<file path="src/rtl/twd_pkg.sv">
package twd_pkg;
  typedef enum logic [3:0] {
    SL_IDLE, SL_START, SL_INS, SL_LEN, SL_WDAT,
    SL_RDAT, SL_WAIT, SL_STOP, SL_RST
  } slot_e;
endpackage

</file>
<file path="src/rtl/twd_strobe.sv">
module twd_strobe #(
  parameter int DIV_W      = 8,
  parameter int RST_PHASES = 25
) (
  input  logic             clk_i,
  input  logic             rst_ni,
  input  logic [DIV_W-1:0] div_i,
  input  logic             go_i,
  input  logic             long_i,
  output logic             ck_o,
  output logic             fin_o
);
  localparam int CNT_W = DIV_W + $clog2(RST_PHASES + 1);

  typedef enum logic [1:0] {PH_IDLE, PH_LOW, PH_HIGH} ph_e;
  ph_e              ph_q;
  logic [CNT_W-1:0] cnt_q;
  logic [CNT_W-1:0] per, low_len;

  assign per     = CNT_W'(div_i) + CNT_W'(1);
  assign low_len = long_i ? (per * CNT_W'(RST_PHASES)) - CNT_W'(1) : per - CNT_W'(1);

  always_ff @(posedge clk_i or negedge rst_ni) begin
    if (!rst_ni) begin
      ph_q  <= PH_IDLE;
      cnt_q <= '0;
      ck_o  <= 1'b1;
      fin_o <= 1'b0;
    end else begin
      fin_o <= 1'b0;
      unique case (ph_q)
        PH_IDLE: if (go_i) begin
          ph_q  <= PH_LOW;
          ck_o  <= 1'b0;
          cnt_q <= low_len;
        end
        PH_LOW: if (cnt_q == '0) begin
          ph_q  <= PH_HIGH;
          ck_o  <= 1'b1;
          cnt_q <= per - CNT_W'(1);
        end else cnt_q <= cnt_q - CNT_W'(1);
        PH_HIGH: if (cnt_q == '0) begin
          ph_q  <= PH_IDLE;
          fin_o <= 1'b1;
        end else cnt_q <= cnt_q - CNT_W'(1);
        default: ph_q <= PH_IDLE;
      endcase
    end
  end
endmodule

</file>
<file path="src/rtl/twd_seq.sv">
module twd_seq
  import twd_pkg::*;
#(
  parameter int WAIT_TRIES = 20
) (
  input  logic       clk_i,
  input  logic       rst_ni,
  input  logic       start_i,
  input  logic [2:0] op_i,
  input  logic [7:0] wdata_i,
  input  logic       d_i,
  input  logic       fin_i,
  output logic       go_o,
  output logic       long_o,
  output logic       d_o,
  output logic       d_oe_o,
  output logic       busy_o,
  output logic       done_o,
  output logic       err_o,
  output logic [7:0] rdata_o
);
  localparam int TRY_W = $clog2(WAIT_TRIES + 1);

  slot_e            slot_q;
  logic [2:0]       bit_q;
  logic [TRY_W-1:0] try_q;
  logic [2:0]       op_q;
  logic [7:0]       wd_q;

  logic is_data, is_wr;
  assign is_data = ~op_q[1];
  assign is_wr   = op_q[0];

  always_ff @(posedge clk_i or negedge rst_ni) begin
    if (!rst_ni) begin
      slot_q  <= SL_IDLE;
      bit_q   <= '0;
      try_q   <= '0;
      op_q    <= '0;
      wd_q    <= '0;
      go_o    <= 1'b0;
      long_o  <= 1'b0;
      d_o     <= 1'b0;
      d_oe_o  <= 1'b0;
      busy_o  <= 1'b0;
      done_o  <= 1'b0;
      err_o   <= 1'b0;
      rdata_o <= '0;
    end else begin
      go_o   <= 1'b0;
      done_o <= 1'b0;
      err_o  <= 1'b0;
      if (slot_q == SL_IDLE) begin
        if (start_i) begin
          op_q   <= op_i;
          wd_q   <= wdata_i;
          busy_o <= 1'b1;
          go_o   <= 1'b1;
          long_o <= op_i[2];
          d_oe_o <= 1'b0;
          d_o    <= 1'b0;
          slot_q <= op_i[2] ? SL_RST : SL_START;
        end
      end else if (fin_i) begin
        go_o   <= 1'b1;
        long_o <= 1'b0;
        unique case (slot_q)
          SL_START: begin
            slot_q <= SL_INS; bit_q <= '0; d_oe_o <= 1'b1; d_o <= op_q[0];
          end
          SL_INS: begin
            if (bit_q == 3'd0) begin
              bit_q <= 3'd1; d_o <= op_q[1];
            end else if (is_data) begin
              slot_q <= SL_LEN; bit_q <= '0; d_o <= 1'b0;
            end else if (is_wr) begin
              slot_q <= SL_WDAT; bit_q <= '0; d_o <= wd_q[0];
            end else begin
              slot_q <= SL_RDAT; bit_q <= '0; d_oe_o <= 1'b0; d_o <= 1'b0;
            end
          end
          SL_LEN: begin
            if (bit_q == 3'd0) begin
              bit_q <= 3'd1; d_o <= 1'b0;
            end else if (is_wr) begin
              slot_q <= SL_WDAT; bit_q <= '0; d_o <= wd_q[0];
            end else begin
              slot_q <= SL_WAIT; try_q <= '0; d_oe_o <= 1'b0; d_o <= 1'b0;
            end
          end
          SL_WDAT: begin
            if (bit_q == 3'd7) begin
              slot_q <= is_data ? SL_WAIT : SL_STOP;
              try_q  <= '0; d_oe_o <= 1'b0; d_o <= 1'b0;
            end else begin
              bit_q <= bit_q + 3'd1; d_o <= wd_q[bit_q + 3'd1];
            end
          end
          SL_RDAT: begin
            rdata_o <= {d_i, rdata_o[7:1]};
            if (bit_q == 3'd7) slot_q <= SL_STOP;
            else               bit_q  <= bit_q + 3'd1;
          end
          SL_WAIT: begin
            if (d_i) begin
              bit_q  <= '0;
              slot_q <= is_wr ? SL_STOP : SL_RDAT;
            end else if (try_q == TRY_W'(WAIT_TRIES - 1)) begin
              // give up: no STOP strobe
              go_o <= 1'b0; done_o <= 1'b1; err_o <= 1'b1;
              busy_o <= 1'b0; slot_q <= SL_IDLE;
            end else try_q <= try_q + TRY_W'(1);
          end
          default: begin // SL_STOP, SL_RST
            go_o <= 1'b0; done_o <= 1'b1; busy_o <= 1'b0;
            slot_q <= SL_IDLE; d_oe_o <= 1'b0;
          end
        endcase
      end
    end
  end
endmodule

</file>
<file path="src/rtl/twd_master.sv">
module twd_master #(
  parameter int DIV_W      = 8,
  parameter int RST_PHASES = 25,
  parameter int WAIT_TRIES = 20
) (
  input  logic             clk_i,
  input  logic             rst_ni,
  input  logic             start_i,
  input  logic [2:0]       op_i,
  input  logic [7:0]       wdata_i,
  input  logic [DIV_W-1:0] div_i,
  output logic             busy_o,
  output logic             done_o,
  output logic             err_o,
  output logic [7:0]       rdata_o,
  output logic             ck_o,
  output logic             d_o,
  output logic             d_oe_o,
  input  logic             d_i
);
  logic go, long_pulse, fin;

  twd_strobe #(.DIV_W(DIV_W), .RST_PHASES(RST_PHASES)) u_strobe (
    .clk_i, .rst_ni, .div_i, .go_i(go), .long_i(long_pulse), .ck_o, .fin_o(fin)
  );

  twd_seq #(.WAIT_TRIES(WAIT_TRIES)) u_seq (
    .clk_i, .rst_ni, .start_i, .op_i, .wdata_i, .d_i, .fin_i(fin),
    .go_o(go), .long_o(long_pulse), .d_o, .d_oe_o, .busy_o, .done_o,
    .err_o, .rdata_o
  );
endmodule

</file>
<file path="config.mk">
export PLATFORM = sky130hd
export DESIGN_NAME = twd_master
export DESIGN_NICKNAME = d
export VERILOG_FILES = /design/src/rtl/twd_pkg.sv /design/src/rtl/twd_strobe.sv /design/src/rtl/twd_seq.sv /design/src/rtl/twd_master.sv
export SDC_FILE = /design/constraint.sdc
export NUM_CORES = 1
export LEC_CHECK = 0
export BUFFER_PORTS_ARGS = -buffer_cell sky130_fd_sc_hd__buf_2
export CELL_PAD_IN_SITES_DETAIL_PLACEMENT = 1
export CELL_PAD_IN_SITES_GLOBAL_PLACEMENT = 1
export CORE_ASPECT_RATIO = 0.75
export CORE_UTILIZATION = 42
export CTS_CLUSTER_DIAMETER = 50
export DETAILED_ROUTE_END_ITERATION = 6
export PLACE_DENSITY_LB_ADDON = 0.05
export SETUP_SLACK_MARGIN = 0.1
export SYNTH_ARGS = -nofsm -noshare
export SYNTH_HDL_FRONTEND = slang
export SYNTH_HIERARCHICAL = 1
export SYNTH_SLANG_ARGS = --single-unit
</file>
<file path="constraint.sdc">
create_clock -name clk_i -period 2.2 [get_ports clk_i]
set_clock_uncertainty 0.1 [all_clocks]
set_input_delay 0.22 -clock clk_i [delete_from_list [all_inputs] [get_ports clk_i]]
set_output_delay 0.22 -clock clk_i [all_outputs]
set_load 0.01 [all_outputs]
</file>
==> results.toml <==
[run_status]
status = "complete, but fails checks"
failed_checks = "negative setup slack"

[synth]
ys_ff_latch = 54
synth_edf_count = 0
syn_area_per_cell_sq_um = 8.791
syn_nets = 600
netlist_instances = 531
seq_area_frac_synth_pct = 28.97
async_reset_ff_share_pct = 100.0
synth_cell_types = 77
ys_warn_count = 6
synthFlopType = "dfrtp_1"
synth_area_sq_mm = 0.004668

[final_layout]
final_common_cell = "buf_4"
multi_input_area_sq_mm = 0.003815
drive_gt1_share_pct = 46.16
fill_cells = 1173
layout_common_cells = "125 x buf_4, 50 x dfrtp_1, 41 x nor2_1"
syn_to_final_growth_pct = 48.94
regArea_sq_mm = 0.001356
antenna_cells = 0
layout.nets = 759

[setup_path]
critPathCaptureType = "flip-flop"
crit_path_start_kind = "input port"
required_ns = 2.31
critPathKind = "input port to flip-flop"
arrival_ns = 3.31
cp_max_fo = 5
reg2regPathDepth = 7

[clock_tree]
cts_tree = "done"
clkLatencyLatePin_ns = 0.30
cts_sinks = 54
cts_htree_levels = 2
clk_path_buf_depth = 2
cts_made_buffers = 5
clk_pin_slew_worst_paths_ns = 0.08
root_buffer = "clkbuf_16"

[floorplanning]
std_cell_rows = 32
initial_core_util_pct = 44.33
fp.dieH_microns = 93.30
dieArea_sq_mm = 0.01154
die_x_microns = 123.7
core_area_sq_mm = 0.01053
io_pins = 37

[global_routing]
grt_pass1_vias = 4988
grt_antenna_before_repair = 0
gr-total-overflow = 0
grt_pass1_wl_microns = 26810
grt_max_degree = 55
grt_usage_pct = 30.74

[pwr]
p_per_area_mw_per_mm2 = 994.4
netSwitchingPower_mw = 3.097
sequentialPowerShare_pct = 21.6
peakVddDrop_v = 0.0009083
p_int_mw = 3.816
swShare_pct = 44.80
power_leakage_nw = 3.066
pwr-share-comb_pct = 65.9
p_clk_share_pct = 12.5

[route]
dr.first_iter.drc_count = 331
drt_pre_antenna_iters = 4
drc_errors = 0
drt-vias-per-instance = 6.073
wl_per_cell_microns = 23.21
vias = 5022
drtAntennaViolNets = 0
drt_wl_total_microns = 19190

[flow_run]
max-cap-violations = 0

[placement]
dp_hpwl_microns = 12290
gp_congestion = 0.9250
dp_slack_ns = -1.275
port-buffer-count = 36

[timing]
rsz0062_at_grt = "yes"
hold_viol = 0
worst_pin_slew_ns = 0.8298
period_needed_ns = 3.193
maxSlewHeadroom_pct = 43.25
max_freq_mhz = 313.2
setup-violations-final = 10
layout_setup_ws_ns = -0.9932
drv_slew = 0
worst_hold_slack_ns = 0.04428
fin_crit_sh_pct = 145.1

[worst_hold_path]
holdPathStages = 2
hold_path.class = "input port to flip-flop"
==> cell type report <==
type	instances	area share [%]
multi-input cells	417	54.87
flip-flops and latches	54	19.51
repair buffers	175	18.97
well taps	136	2.447
inverters	37	1.997
clock buffers	5	1.800
clock inverters	3	0.4139
==> power by group through the flow <==
stage / clock [mW] / combinational [mW] / sequential, mW
final: 0.864 / 4.56 / 1.49
after global routing: 0.903 / 4.80 / 1.53
after CTS: 0.865 / 3.95 / 1.48
after detailed placement: 0 / 3.41 / 1.49
after global placement: 0 / 3.27 / 1.47
after floorplan: 0 / 2.14 / 1.44
==> worst max-delay path: stages <==
cell and delay [ns]:
buf_6 0.10, and3_4 0.26, and2_4 0.22, xnor2_4 0.09
ha_4 0.27, inv_1 0.05, fa_1 0.62, ha_4 0.23
ha_4 0.24, a21o_1 0.19, a41oi_4 0.25, buf_6 0.14
o21ai_4 0.05, xnor2_2 0.15, o211ai_1 0.22
==> kinds of logic after synthesis <==
| kind of cell | count (synthesis) | synth area share (%) |
|---|---|---|
| buffers and inverters | 61 | 5.628 |
| XOR/XNOR | 28 | 5.414 |
| multiplexers | 29 | 7.210 |
| AO/OA/AOI/OAI | 131 | 18.92 |
| flip-flops | 54 | 28.97 |
| adder cells (fa/ha/maj) | 46 | 13.29 |
| AND/OR/NAND/NOR | 182 | 20.56 |
==> sequential cells by signal, indices dropped and copies added (netlist names) <==
name,cells
u_seq/d_oe_o,1
u_seq/d_o,1
u_seq/wd_q,8
u_seq/bit_q,3
u_strobe/ph_q,2
u_strobe/fin_o,1
u_seq/busy_o,1
u_seq/long_o,1
u_strobe/cnt_q,13
u_seq/err_o,1
u_seq/slot_q,4
u_seq/done_o,1
u_strobe/ck_o,1
u_seq/go_o,1
u_seq/try_q,5
u_seq/op_q,2
u_seq/rdata_o,8
==> per-layer routing <==
metal	global-route usage (%)	part of all wire, %
met4	5.924	3.4
met2	49.63	47
met5	0	0
met3	3.963	5.5
met1	43.89	44
==> metrics by stage <==
stage               util [%]  instances  setup TNS, ns  power, mW  instance area [sq um]
detailed placement     56.73        787         -11.70      4.894                   5973
global route           66.03        827         -8.446      7.227                   6953
finish                 66.03        827         -7.696      6.914                   6953
floorplan                  -        531         -7.082      3.583                   4959
CTS                    62.25        810         -7.028      6.289                   6555
global placement       56.73        787         -10.14      4.742                   5973
==> synth_stat cells, types with 3 or more instances <==
| cell | number | area [sq um] |
|---|---|---|
| a211oi_1 | 8 | 60.06 |
| a21o_1 | 4 | 30.03 |
| a21oi_1 | 27 | 135.1 |
| a22o_1 | 4 | 35.03 |
| a31oi_1 | 6 | 37.54 |
| a32oi_1 | 3 | 26.28 |
| and2_1 | 7 | 43.79 |
| and3_1 | 7 | 43.79 |
| buf_2 | 5 | 25.02 |
| buf_6 | 3 | 33.78 |
| clkbuf_1 | 13 | 48.80 |
| dfrtp_1 | 53 | 1326 |
| fa_1 | 6 | 120.1 |
| ha_1 | 40 | 500.5 |
| inv_1 | 37 | 138.9 |
| mux2_2 | 17 | 191.4 |
| mux2i_1 | 10 | 100.1 |
| nand2_1 | 34 | 127.6 |
| nand2b_1 | 10 | 62.56 |
| nand3_1 | 17 | 85.08 |
| nand4_1 | 3 | 18.77 |
| nor2_1 | 47 | 176.4 |
| nor2b_1 | 7 | 43.79 |
| nor3_1 | 19 | 95.09 |
| nor3b_1 | 3 | 22.52 |
| nor4_1 | 4 | 25.02 |
| o211ai_1 | 4 | 30.03 |
| o21ai_0 | 35 | 175.2 |
| o221ai_1 | 3 | 26.28 |
| o22ai_1 | 3 | 18.77 |
| o31ai_1 | 4 | 30.03 |
| or3_1 | 4 | 25.02 |
| or4_1 | 4 | 30.03 |
| xnor2_1 | 19 | 166.4 |
| xor2_1 | 8 | 70.07 |
==> path summary, 6_finish.rpt <==
kind	start	endpoint	slack, ns
max in group asynchronous	rst_ni	u_seq/slot_q[3]	0.94
max	div_i[2]	u_strobe/cnt_q[11]	-0.99
max reg2reg	u_strobe/cnt_q[8]	u_strobe/cnt_q[11]	-0.18
min reg2reg	u_seq/wd_q[5]	u_seq/wd_q[5]	0.42
min in group asynchronous	rst_ni	u_strobe/cnt_q[10]	0.47
min	op_i[1]	u_seq/op_q[1]	0.04
==> repair_timing <==
action | 4_1_cts | 5_1_grt
endpoints found under the setup margin | 17 | 26
hold buffers | 1 | 0
pin swaps | 37 | 49
gates resized for setup | 66 | 51
cloned | 1 | 0
endpoints found under the hold margin | 6 | 0
setup buffers | 13 | 17
Power figures use the tool's default switching activity.
